===== src/rtl/fltq_pkg.sv =====
package fltq_pkg;

    // Converts a time in ns to a cycle count at the given clock in MHz (rounded up, at least 1).
    function automatic int unsigned ns_to_cyc(input int unsigned mhz, input int unsigned ns);
        int unsigned c;
        c = (mhz * ns + 999) / 1000;
        return (c == 0) ? 1 : c;
    endfunction

    function automatic int unsigned max2(input int unsigned a, input int unsigned b);
        return (a > b) ? a : b;
    endfunction

endpackage


===== src/rtl/fltq_filter.sv =====
module fltq_filter #(
    parameter int unsigned SET_CYC = 500,
    parameter int unsigned CLR_CYC = 500
) (
    input  logic clk,
    input  logic rst_n,
    input  logic raw,
    output logic flt
);
    import fltq_pkg::*;

    localparam int unsigned MAXC = max2(SET_CYC, CLR_CYC);
    localparam int unsigned CW   = $clog2(MAXC + 1);
    localparam logic [CW-1:0] SET_LIM = CW'(SET_CYC - 1);
    localparam logic [CW-1:0] CLR_LIM = CW'(CLR_CYC - 1);

    typedef struct packed {
        logic          flt;
        logic [CW-1:0] cnt;
    } filt_st_t;

    filt_st_t st_d, st_q;

    always_comb begin
        st_d = st_q;
        if (raw == st_q.flt) begin
            st_d.cnt = '0;
        end else if (st_q.cnt == (st_q.flt ? CLR_LIM : SET_LIM)) begin
            st_d.flt = raw;
            st_d.cnt = '0;
        end else begin
            st_d.cnt = st_q.cnt + 1'b1;
        end
    end

    always_ff @(posedge clk or negedge rst_n) begin
        if (!rst_n) st_q <= '0;
        else        st_q <= st_d;
    end

    assign flt = st_q.flt;
endmodule


===== src/rtl/fltq_thermal.sv =====
module fltq_thermal #(
    parameter int unsigned TEMP_W    = 8,
    parameter int unsigned HOT_CODE  = 165,
    parameter int unsigned COOL_CODE = 150
) (
    input  logic              clk,
    input  logic              rst_n,
    input  logic [TEMP_W-1:0] temp_code,
    output logic              hot
);
    localparam logic [TEMP_W-1:0] HOT_TH  = TEMP_W'(HOT_CODE);
    localparam logic [TEMP_W-1:0] COOL_TH = TEMP_W'(COOL_CODE);

    typedef struct packed {
        logic hot;
    } therm_st_t;

    therm_st_t st_d, st_q;

    always_comb begin
        st_d = st_q;
        if (st_q.hot) st_d.hot = (temp_code > COOL_TH);
        else          st_d.hot = (temp_code >= HOT_TH);
    end

    always_ff @(posedge clk or negedge rst_n) begin
        if (!rst_n) st_q <= '0;
        else        st_q <= st_d;
    end

    assign hot = st_q.hot;
endmodule


===== src/rtl/fault_flag_qual.sv =====
module fault_flag_qual #(
    parameter int unsigned CLK_MHZ   = 250,
    parameter int unsigned OC_SET_NS = 2000,
    parameter int unsigned OC_CLR_NS = 2000,
    parameter int unsigned UC_SET_NS = 4000,
    parameter int unsigned UC_CLR_NS = 2000,
    parameter int unsigned TEMP_W    = 8,
    parameter int unsigned HOT_CODE  = 165,
    parameter int unsigned COOL_CODE = 150
) (
    input  logic              clk,
    input  logic              rst_n,
    input  logic              sw_on,
    input  logic              oc_cmp,
    input  logic              uc_cmp,
    input  logic [TEMP_W-1:0] temp_code,
    output logic              sw_out,
    output logic              flag_n
);
    import fltq_pkg::*;

    localparam int unsigned OC_SET = ns_to_cyc(CLK_MHZ, OC_SET_NS);
    localparam int unsigned OC_CLR = ns_to_cyc(CLK_MHZ, OC_CLR_NS);
    localparam int unsigned UC_SET = ns_to_cyc(CLK_MHZ, UC_SET_NS);
    localparam int unsigned UC_CLR = ns_to_cyc(CLK_MHZ, UC_CLR_NS);

    logic oc_raw, uc_raw;
    logic oc_flt, uc_flt;
    logic hot;

    // Comparators only count while the switch conducts.
    assign oc_raw = oc_cmp & sw_on;
    assign uc_raw = uc_cmp & sw_on;

    fltq_filter #(.SET_CYC(OC_SET), .CLR_CYC(OC_CLR)) u_oc_filt (
        .clk(clk), .rst_n(rst_n), .raw(oc_raw), .flt(oc_flt)
    );

    fltq_filter #(.SET_CYC(UC_SET), .CLR_CYC(UC_CLR)) u_uc_filt (
        .clk(clk), .rst_n(rst_n), .raw(uc_raw), .flt(uc_flt)
    );

    fltq_thermal #(.TEMP_W(TEMP_W), .HOT_CODE(HOT_CODE), .COOL_CODE(COOL_CODE)) u_therm (
        .clk(clk), .rst_n(rst_n), .temp_code(temp_code), .hot(hot)
    );

    // Current faults are reported only during the on-time, so the flag pulses with PWM.
    assign flag_n = ~(hot | (sw_on & (oc_flt | uc_flt)));
    assign sw_out = sw_on & ~hot;
endmodule


===== config.mk =====
export PLATFORM = sky130hd
export DESIGN_NAME = fault_flag_qual
export DESIGN_NICKNAME = d
export VERILOG_FILES = /design/src/rtl/fltq_pkg.sv /design/src/rtl/fltq_filter.sv /design/src/rtl/fltq_thermal.sv /design/src/rtl/fault_flag_qual.sv
export SDC_FILE = /design/constraint.sdc
export NUM_CORES = 1
export LEC_CHECK = 0
export ABC_AREA = 1
export BUFFER_PORTS_ARGS = -buffer_cell sky130_fd_sc_hd__buf_2
export CORE_MARGIN = 8
export CORE_UTILIZATION = 35
export DETAILED_ROUTE_END_ITERATION = 8
export PLACE_DENSITY = 0.58
export SLEW_MARGIN = 20
export SYNTH_ARGS = -nofsm -noshare
export SYNTH_HDL_FRONTEND = slang
export SYNTH_SLANG_ARGS = --single-unit

===== constraint.sdc =====
create_clock -name clk -period 1.45 [get_ports clk]
set_input_delay 0.3625 -clock clk [delete_from_list [all_inputs] [get_ports clk]]
set_output_delay 0.3625 -clock clk [all_outputs]
set_load 0.005 [all_outputs]

## Yosys cells after proc, flatten, opt, wreduce, memory -nomap -nowiden

Index checks and enable logic that the tools add are counted.
Widths: inputs -> output; s select.

- Add/sub/neg operators: 2
- Order comparisons: 2
- Equality and inequality tests: 4
- Muxes and demuxes: 6
- Bitwise logic cells: 10
- Reduce and logical (&&, ||, !) cells: 2

Operator list:

| kind | number |
|---|---|
| $mux 10 | 3 |
| $mux 9 | 2 |
| $add 10x1->10 const B | 1 |
| $eq 10x10->1 | 1 |
| $add 9x1->9 const B | 1 |
| $eq 9x9->1 const B | 1 |
| $ge 8x8->1 const B | 1 |
| $gt 8x8->1 const B | 1 |
| $and 1x1->1 | 4 |
| $not 1->1 | 4 |
| $reduce_and 2->1 | 2 |
| $eq 1x1->1 | 2 |
| $or 1x1->1 | 2 |
| $mux 1 | 1 |

- Register bits after elaboration: 22
- Bits of input ports: 13
- Output and inout bits: 2
- Word-level logic and storage cells: 31

## Logic depth before layout (Yosys ltp)

Gate-level depths: netlist of run 1.

- Word-level depth: 4
- Gate-level depth with buffers: 9
- Mapped depth without buffers: 9

## Modules after synthesis

From an unflattened synthesis of run 1, not the netlist that was laid out.

- Cell total of the unflattened synthesis: 158
- Area, all modules: 1260.0 µm²

Modules (own cells, without submodules):

| module | instances | cells each | area each (µm²) | sequential area each (µm²) |
|---|---|---|---|---|
| fltq_filter (u_uc_filt) | 1 | 69 | 604.3 | 275.3 |
| fltq_filter (u_oc_filt) | 1 | 63 | 531.8 | 250.2 |
| fltq_thermal | 1 | 17 | 90.1 | 25.0 |
| fault_flag_qual | 1 | 9 | 33.8 | 0.0 |

## Least setup slack after synthesis of run 1

Ideal clock, no wire load.

- Path type: register -> register
- From: register u_uc_filt.st_q[0] in the netlist's numbering
- To: register u_uc_filt.st_q[6] in the netlist's numbering
- Library setup time: 0.122 ns
- Arrival: 1.102 ns
- Required time: 1.328 ns
- Setup slack: 0.227 ns
- Stages on the path, launching flop included: 9
- Buffers on the path: 0
- Period minus slack after synthesis: 1.223 ns
- Path through: dfrtp_1 > ha_1 > inv_1 > nor2_1 > nand2_1 > nor2_4 > nand3_2 > nand2_2 > nor2_1

RTL lines:

| what | RTL line | RTL |
|---|---|---|
| from (decl) | fltq_filter.sv:22 | `filt_st_t st_d, st_q;` |
| from (signal assigned) | fltq_filter.sv:38 | `else st_q <= st_d;` |

## Final worst setup path of run 1

- From: register u_oc_filt.st_q, in the netlist u_oc_filt.flt
- To: output port flag_n

- Cells in the longest elaborated chain, start to end: 4

Ends and longest elaborated chain:

| what | RTL line | RTL |
|---|---|---|
| from (decl) | fltq_filter.sv:22 |  |
| from (signal assigned) | fltq_filter.sv:38 |  |
| $or 1x1->1 | fault_flag_qual.sv:48 | `assign flag_n = ~(hot \| (sw_on & (oc_flt \| uc_flt)));` |
| $and 1x1->1 | fault_flag_qual.sv:48 |  |
| $or 1x1->1 | fault_flag_qual.sv:48 |  |
| $not 1->1 | fault_flag_qual.sv:48 |  |
| to (decl) | fault_flag_qual.sv:18 | `output logic flag_n` |

Every way passes these cells.

==> key figures, run 1 <==
CTS
  • CTS Sinks: 22
  • CTS root buffer: clkbuf_4
  • H-tree depth: 1
  • Clock latency on the worst-skew pair: 0.32 ns
  • CTS buffer count: 3
  • TritonCTS clock tree: yes
  • Reg clk slew, reported paths: 0.14 ns
  • Clock buffer depth: 2

Detailed routing
  • Via count: 978
  • DRC: 0
  • Post-route ant nets: 0
  • DR iter-0 viols: 30
  • Iteration count of the initial detailed-routing pass: 6
  • Drt total wl: 2360 microns
  • Drt via density: 4.507
  • Routed len/inst: 10.88 microns

Yosys
  • Cells after Synth: 149
  • Asr flop ratio synth: 100.0%
  • #FFs+latches synth: 22
  • Top cells by area, synth: dfrtp_1, nor2_1, nand2_1, inv_1, xor2_1
  • Syn Std Cell Area: 0.001170 sq mm
  • Mean area per synthesized cell: 7.851 sq um
  • Count of flip-flops with a built-in enable after synthesis: 0
  • Synth Net Count: 164
  • Area leader, netlist: dfrtp_1
  • Synth Flop Type: dfrtp_1
  • Unique masters post-synth: 21
  • Post-synthesis sequential area ratio: 47.06%
  • Top-area cell type share of the netlist area: 47.06%
  • Ys Warns: 0

Job
  • Max-cap violations: 0

Global route
  • Total GRT Usage: 9.755%
  • Grt total ovfl: 0
  • Initial antenna violation count: 0
  • Global-route wire length before repair: 4167 microns
  • Vias in the first global route: 991
  • Largest net degree at the start of global routing: 23

Final layout
  • Antenna cells: 0
  • Post-layout util: 42.32%
  • Share of cells above drive strength 1: 18.71%
  • Commonest non-fill, non-tap cell in the layout: nor2_1
  • Final net count: 187
  • Area Growth Syn to Fin: 18.82%
  • Most frequent cells in the layout: nor2_1, nand2_1, dfrtp_1

Run status
  • Status: completed

Floorplan
  • # IOs: 15
  • Die area: 0.005449 sq mm
  • Die H: 73.82 microns
  • Starting Density: 35.62%
  • Die X: 73.82 microns
  • FP Rows: 21
  • Core area: 0.003284 sq mm

Worst hold path
  • Hold Crit Start: temp_code[7]
  • Min-delay worst type: in2reg

Setup path
  • Crit-path max FO: 2
  • Crit Path Category: reg2out
  • RR Endpoint: u_uc_filt.st_q[1]
  • R2R cell count: 8
  • Arr. time, crit path: 1.06 ns
  • Crit end category: output port
  • CP Launch Point: u_oc_filt.flt
  • Reg2reg setup slack: 0.15 ns
  • Crit Reg-Reg Startpoint: u_uc_filt.st_q[1]
  • Startpoint type of the worst setup path: flop
  • Critical path required time: 1.09 ns
  • CP endpoint: flag_n

Timing
  • Final Hold Viols: 0
  • Max-slew violation count: 0
  • Setup TNS Final: 0 ns
  • Fin crit period: 1.425 ns
  • Fin crit share: 98.25%
  • RSZ-0062 raised after global routing: yes
  • Worst-margin pin slew: 0.4980 ns
  • Clock Skew: 0.009921 ns
  • Slew headroom: 66.80%
  • Final setup violation count: 0
  • Fmax: 701.9 MHz

Placed design
  • RePlAce Congestion: 0.8112
  • Post-DP HPWL: 1824 microns
  • Count of buffers from port buffering: 14

Power
  • Peak supply drop: 0.5547 mV
  • Cell area power density: 964.0 mW/mm^2
  • Static Leak: 0.6684 nW
## logic make-up after synthesis
family | after synthesis | share of synthesized area, %
and+or+nand+nor | 89 | 34.76
DFF | 22 | 47.06
buffers and inverters | 20 | 6.417
AOI/OAI and AO/OA | 8 | 3.636
xor gates and xnor gates | 8 | 5.990
adders and majority gates | 2 | 2.139
## critical path, stage by stage, from the launching register on
cell and delay, ns:
dfrtp_1 0.42, nor2_2 0.10, nor2_1 0.04, nor2_1 0.07
buf_2 0.12
## cell usage after synthesis (2+ instances only)
master / n
a21oi_1: 4
dfrtp_1: 22
ha_1: 2
inv_1: 20
nand2_1: 29
nand2_2: 4
nand3_1: 8
nand4_1: 3
nor2_1: 32
nor2_2: 2
nor2_4: 2
nor3_1: 5
o21ai_0: 2
xnor2_1: 2
xor2_1: 6
## sequential cells by signal, indices dropped and copies added, names as in the netlist
name and cells:
u_oc_filt.flt 1, u_oc_filt.st_q 9, u_therm.hot 1, u_uc_filt.flt 1
u_uc_filt.st_q 10
## stage by stage
stage / instances / worst slack (ns) / power [mW] / hold WS, ns / instance area, sq um
after CTS: 216 / 0.008180 / 1.353 / 0.2675 / 1375
final: 217 / 0.02539 / 1.340 / 0.2736 / 1390
after global placement: 209 / 0.1381 / 0.8556 / 0.3545 / 1297
after floorplan: 149 / 0.2269 / 0.8027 / 0.06691 / 1170
after detailed placement: 209 / 0.1056 / 0.8694 / 0.3604 / 1297
after global routing: 217 / -0.07433 / 1.416 / 0.2640 / 1390
## metal layers
layer | part of all wire, % | global-route usage (%)
met4 | 1.9 | 3.326
met2 | 51 | 18.11
met5 | 0 | 0
met3 | 2.5 | 2.865
met1 | 45 | 10.03
## worst min path at each step
stage / to / slack (ns) / depth (start not counted)
after floorplan: u_oc_filt.flt / 0.07 / 0
after global placement: u_uc_filt.flt / 0.35 / 1
after detailed placement: u_uc_filt.st_q[9] / 0.36 / 1
after CTS: u_therm.hot / 0.27 / 2
after global routing: u_therm.hot / 0.26 / 2
final: u_therm.hot / 0.27 / 2
## report_power, final
part	total, mW	switching (mW)	leakage, nW	internal (mW)
Clock	0.482	0.203	0.0279	0.279
Sequential	0.695	0.0388	0.294	0.657
Combinational	0.162	0.0943	0.346	0.0681
## cell type report
type / instances / area, sq um
clock buffers: 3 / 22.52
repair buffers: 18 / 102.6
flip-flops and latches: 22 / 550.5
fillers: 344 / 1894
well taps: 46 / 57.56
multi-input cells: 107 / 551.8
clock inverters: 1 / 30.03
inverters: 20 / 75.07
## what timing repair did
item / 4_1_cts / 5_1_grt
hold endpoints to repair: 2 / 0
resized for setup: 0 / 2
setup endpoints to repair: 1 / 10
hold buffers: 1 / 0
setup buffers: 2 / 1
pin swaps: 0 / 1
Power figures use the tool's default switching activity.
==> inputs of run 2 (changes only) <==
Settings changed: CTS_BUF_LIST set to sky130_fd_sc_hd__clkbuf_8.
==> key figures, run 2 (synthesis gave the netlist of run 1 again) <==
Run status
  • Status: completed (unchanged)

Timing
  • Final Hold Viols: 0 (unchanged)
  • Fin crit share: 93.69% (was 98.25%)
  • Final setup violation count: 0 (unchanged)
  • Fmax: 736.1 MHz (was 701.9 MHz)
  • Max-slew violation count: 0 (unchanged)
  • Fin crit period: 1.358 ns (was 1.425 ns)
  • Setup TNS Final: 0 ns (unchanged)
  • RSZ-0062 raised after global routing: no (was yes)
  • Slew headroom: 66.81% (was 66.80%)
  • Worst hold margin: 0.05237 ns (was 0.2736 ns)
  • Worst-margin pin slew: 0.4979 ns (was 0.4980 ns)
  • Clock Skew: 0.006052 ns (was 0.009921 ns)

Placed design
  • RePlAce Congestion: 0.8112 (unchanged)
  • Post-DP HPWL: 1824 microns (unchanged)
  • Placed insts: 209 (unchanged)
  • Count of buffers from port buffering: 14 (unchanged)

CTS
  • Hold-fix buffers at CTS: 0 (was 1)
  • H-tree depth: 1 (unchanged)
  • CTS root buffer: clkbuf_8 (was clkbuf_4)
  • Clock latency on the worst-skew pair: 0.26 ns (was 0.32 ns)
  • CTS buffer count: 3 (unchanged)
  • TritonCTS clock tree: yes (unchanged)
  • Reg clk slew, reported paths: 0.09 ns (was 0.14 ns)
  • CTS Sinks: 22 (unchanged)
  • Clock buffer depth: 2 (unchanged)

Global route
  • Grt total ovfl: 0 (unchanged)
  • Vias in the first global route: 989 (was 991)
  • Largest net degree at the start of global routing: 23 (unchanged)
  • Initial antenna violation count: 0 (unchanged)
  • Global-route wire length before repair: 4174 microns (was 4167 microns)
  • Total GRT Usage: 9.839% (was 9.755%)

Detailed routing
  • DR iter-0 viols: 31 (was 30)
  • Via count: 976 (was 978)
  • Drt total wl: 2329 microns (was 2360 microns)
  • DRC: 0 (unchanged)
  • Iteration count of the initial detailed-routing pass: 4 (was 6)
  • Drt via density: 4.519 (was 4.507)
  • Post-route ant nets: 0 (unchanged)
  • Routed len/inst: 10.78 microns (was 10.88 microns)

Setup path
  • Crit end category: output port (unchanged)
  • Startpoint type of the worst setup path: flop (unchanged)
  • Crit Path Category: reg2out (unchanged)
  • Crit-path max FO: 2 (unchanged)
  • Critical path's most frequent cell: nor2_1 (unchanged)
  • Critical path required time: 1.09 ns (about the same)
  • Crit-path max cell delay: 0.40 ns (was 0.42 ns)
  • WP buf/inv: 1 (unchanged)
  • Critical path cell sequence: nor2_2 -> nor2_1 -> nor2_1 -> buf_2 (unchanged)
  • CP delay by family, top: flip-flops (unchanged)
  • Critical path's slowest cell: dfrtp_1 (unchanged)
  • Arr. time, crit path: 1.00 ns (was 1.06 ns)

Floorplan
  • Die X: 73.82 microns (unchanged)
  • Core area: 0.003284 sq mm (unchanged)
  • # IOs: 15 (unchanged)
  • Die area: 0.005449 sq mm (unchanged)
  • FP Rows: 21 (unchanged)
  • Die H: 73.82 microns (unchanged)
  • Starting Density: 35.62% (unchanged)

Job
  • Max-cap violations: 0 (unchanged)

Final layout
  • Largest regs: u_uc_filt.st_q x10, u_oc_filt.st_q x9 (unchanged)
  • Share of cells above drive strength 1: 18.82% (was 18.71%)
  • Area Growth Syn to Fin: 19.57% (was 18.82%)
  • Biggest register: u_uc_filt.st_q (unchanged)
  • Max reg flops: 10 (unchanged)
  • Commonest non-fill, non-tap cell in the layout: nor2_1 (unchanged)
  • Most frequent cells in the layout: nor2_1, nand2_1, dfrtp_1 (unchanged)
  • FILL cells: 345 (was 344)
  • Area of the multi-input gates: 551.8 sq um (unchanged)
  • Non-Filler Instances: 216 (was 217)
  • Final net count: 186 (was 187)
  • Flip-flop and latch area: 550.5 sq um (unchanged)
  • Antenna cells: 0 (unchanged)

Power
  • Cell area power density: 1023 mW/mm^2 (was 964.0 mW/mm^2)
  • Peak supply drop: 0.5563 mV (was 0.5547 mV)
  • Pwr Total: 1.431 mW (was 1.340 mW)
  • Static Leak: 0.6720 nW (was 0.6684 nW)

Worst hold path
  • Min-delay worst type: in2async (was in2reg)
-- run 2: through the flow --
step                      util, %  cell area [sq um]  setup WS (ns)
after floorplan                 -               1170         0.2269
after global placement      39.50               1297         0.1381
after detailed placement    39.50               1297         0.1056
after CTS                   41.68               1369        0.05108
after global routing        42.59               1399       0.001116
final                       42.59               1399        0.09153
-- run 2: layout make-up --
class	count	share of cell area, %
multi-input combinational	107	39.45
clock inverter	1	2.147
sequential	22	39.36
tap	46	4.114
timing repair buffer	17	6.619
inverter	20	5.367
clock buffer	3	2.952
-- run 2: power by group --
group	leakage, nW	internal (mW)	switching (mW)
registers	0.294	0.656	0.0389
clock network	0.0357	0.369	0.207
logic	0.342	0.0663	0.0938
-- run 2: worst paths after layout --
kind | cells past startpoint | start | endpoint | slack [ns]
worst max-delay path | 4 | u_oc_filt.flt | flag_n | 0.09
worst min-delay path | 1 | rst_n | u_uc_filt.st_q[9] | 0.05
worst max register to register | 8 | u_uc_filt.st_q[1] | u_uc_filt.st_q[1] | 0.17
worst min register to register | 1 | u_oc_filt.st_q[0] | u_oc_filt.st_q[0] | 0.46
max in group asynchronous | 1 | rst_n | u_oc_filt.st_q[1] | 1.05
min in group clk | 2 | temp_code[7] | u_therm.hot | 0.34
-- run 2: metal layers --
layer / wire length [microns] / vias to the layer above / GRT usage, %
met4: 44 / 0 / 3.991
met5: 0 / - / 0
met2: 1190 / 17 / 17.72
met1: 1022 / 453 / 10.35
li1: - / 502 / -
met3: 71 / 4 / 2.865
-- run 2: what timing repair did --
item | 4_1_cts | 5_1_grt
setup buffers | 0 | 3
resized for setup | 0 | 2
endpoints found under the setup margin | 0 | 10
==> inputs of run 3 (changes only) <==
Clock period 1.45 ns to 1.64 ns, I/O delays scaled along.
==> key figures, run 3 (synthesis gave the netlist of run 1 again) <==
Floorplan
  • # IOs: 15 (unchanged)
  • FP Rows: 21 (unchanged)
  • Die area: 0.005449 sq mm (unchanged)
  • Core area: 0.003284 sq mm (unchanged)
  • Die H: 73.82 microns (unchanged)
  • Starting Density: 35.62% (unchanged)
  • Die X: 73.82 microns (unchanged)

CTS
  • Clock buffer depth: 2 (unchanged)
  • H-tree depth: 1 (unchanged)
  • Clock latency on the worst-skew pair: 0.26 ns (about the same)
  • Post-CTS Setup Bufs: 0 (unchanged)
  • Resize count post-CTS: 0 (unchanged)
  • CTS root buffer: clkbuf_8 (unchanged)
  • CTS Sinks: 22 (unchanged)
  • Hold-fix buffers at CTS: 0 (unchanged)
  • Reg clk slew, reported paths: 0.08 ns (was 0.09 ns)
  • CTS buffer count: 3 (unchanged)
  • TritonCTS clock tree: yes (unchanged)

Timing
  • Final setup violation count: 0 (unchanged)
  • Final Hold Viols: 0 (unchanged)
  • Fmax: 702.0 MHz
  • Worst-margin pin slew: 0.5048 ns (was 0.4979 ns)
  • Setup TNS Final: 0 ns (unchanged)
  • Clock Skew: 0.001586 ns (was 0.006052 ns)
  • Fin crit period: 1.424 ns
  • Fin crit share: 86.85%
  • Max-slew violation count: 0 (unchanged)
  • Slew headroom: 66.35% (was 66.81%)
  • RSZ-0062 raised after global routing: no (unchanged)

Power
  • Switching share of power: 25.13% (was 23.72%)
  • Int Pwr: 0.8510 mW (was 1.091 mW)
  • Reg power frac: 54.1% (was 48.6%)
  • Gate power share: 12.0% (was 11.2%)
  • Clk pwr share: 33.9% (was 40.2%)
  • Net Switching: 0.2856 mW (was 0.3395 mW)
  • Peak supply drop: 0.5397 mV (was 0.5563 mV)
  • Cell area power density: 840.4 mW/mm^2 (was 1023 mW/mm^2)
  • Static Leak: 0.6514 nW (was 0.6720 nW)

Setup path
  • Crit end category: output port (unchanged)
  • RR Endpoint: u_uc_filt.st_q[6] (was u_uc_filt.st_q[1])
  • Reg2reg setup slack: 0.27 ns (was 0.17 ns)
  • CP Launch Point: u_uc_filt.flt (was u_oc_filt.flt)
  • CP endpoint: flag_n (unchanged)
  • Crit Reg-Reg Startpoint: u_uc_filt.st_q[0] (was u_uc_filt.st_q[1])
  • Crit-path max FO: 3 (was 2)
  • Arr. time, crit path: 1.01 ns (was 1.00 ns)
  • Critical path required time: 1.23 ns (was 1.09 ns)
  • Crit Path Category: reg2out (unchanged)
  • R2R cell count: 8 (unchanged)
  • Startpoint type of the worst setup path: flop (unchanged)

Detailed routing
  • Drt total wl: 2277 microns (was 2329 microns)
  • Post-route ant nets: 0 (unchanged)
  • Routed wl met2: 1209 microns (was 1190 microns)
  • DRC: 0 (unchanged)
  • Met1 wire length: 960 microns (was 1022 microns)
  • DR iter-0 viols: 52 (was 31)
  • Met3 wire length: 71 microns (unchanged)
  • Routed len/inst: 10.69 microns (was 10.78 microns)
  • Max layer used: met4 (unchanged)
  • Drt via density: 4.498 (was 4.519)
  • Via count: 958 (was 976)
  • Iteration count of the initial detailed-routing pass: 4 (unchanged)

Global route
  • Largest net degree at the start of global routing: 23 (unchanged)
  • Global-route wire length before repair: 3995 microns (was 4174 microns)
  • Grt total ovfl: 0 (unchanged)
  • Vias in the first global route: 933 (was 989)
  • Initial antenna violation count: 0 (unchanged)
  • Total GRT Usage: 9.529% (was 9.839%)

Worst hold path
  • Min-delay worst type: in2async (unchanged)

Placed design
  • Area of placed instances: 0.001297 sq mm (unchanged)
  • Post-DP HPWL: 1799 microns (was 1824 microns)
  • RePlAce Congestion: 0.8022 (was 0.8112)
  • Count of buffers from port buffering: 14 (unchanged)

Final layout
  • Largest regs: u_uc_filt.st_q x10, u_oc_filt.st_q x9 (unchanged)
  • Area Growth Syn to Fin: 15.62% (was 19.57%)
  • Final net count: 183 (was 186)
  • Antenna cells: 0 (unchanged)
  • Most frequent cells in the layout: nor2_1, nand2_1, dfrtp_1 (unchanged)
  • Finished Cell Area: 0.001353 sq mm (was 0.001399 sq mm)
  • Biggest register: u_uc_filt.st_q (unchanged)
  • FILL cells: 346 (was 345)
  • Max reg flops: 10 (unchanged)
  • Commonest non-fill, non-tap cell in the layout: nor2_1 (unchanged)
  • Share of cells above drive strength 1: 16.77% (was 18.82%)

Job
  • Max-cap violations: 0 (unchanged)

Run status
  • Status: completed (unchanged)
run 3: layer usage:
layer  up-vias  global-route usage, %
met3         5                  3.274
met4         0                  3.991
li1        496                      -
met1       449                  9.713
met5         -                      0
met2         8                  17.13
run 3: how the worst min path moves through the flow:
stage                        endpoint  startpoint  cells after the start  slack, ns
global route        u_uc_filt.st_q[9]       rst_n                      1       0.13
detailed placement  u_uc_filt.st_q[9]       rst_n                      1       0.41
global placement        u_uc_filt.flt       rst_n                      1       0.40
CTS                 u_uc_filt.st_q[9]       rst_n                      1       0.12
floorplan               u_oc_filt.flt       rst_n                      0       0.11
finish              u_uc_filt.st_q[9]       rst_n                      1       0.10
run 3: worst max-delay path, stage by stage (launching register included):
cell and delay [ns]:
dfrtp_1 0.41, nor2_1 0.11, nor2_1 0.04, nor2_1 0.07, buf_2 0.11
run 3: stage by stage:
step / instances / setup WS (ns) / utilization, % / hold slack, ns / total power [mW]
finish: 213 / 0.2156 / 41.18 / 0.1026 / 1.137
global route: 213 / 0.1131 / 41.18 / 0.1325 / 1.213
CTS: 213 / 0.1941 / 41.18 / 0.1174 / 1.164
detailed placement: 209 / 0.2812 / 39.50 / 0.4118 / 0.7677
global placement: 209 / 0.3281 / 39.50 / 0.4019 / 0.7565
floorplan: 149 / 0.4169 / - / 0.1144 / 0.7097
run 3: final cells by class:
cell class / instances / area [sq um] / share of cell area (%)
Timing Repair Buffer: 14 / 70.07 / 5.180
Multi-Input combinational cell: 107 / 544.3 / 40.24
Tap cell: 46 / 57.56 / 4.255
Clock buffer: 4 / 55.05 / 4.070
Inverter: 20 / 75.07 / 5.550
Sequential cell: 22 / 550.5 / 40.70
run 3: power by group through the flow:
stage	Sequential [mW]	Clock [mW]	Combinational, mW
6_report	0.615	0.385	0.136
5_1_grt	0.620	0.431	0.162
4_1_cts	0.616	0.407	0.141
3_5_place_dp	0.627	0	0.141
3_3_place_gp	0.623	0	0.133
2_1_floorplan	0.617	0	0.0924
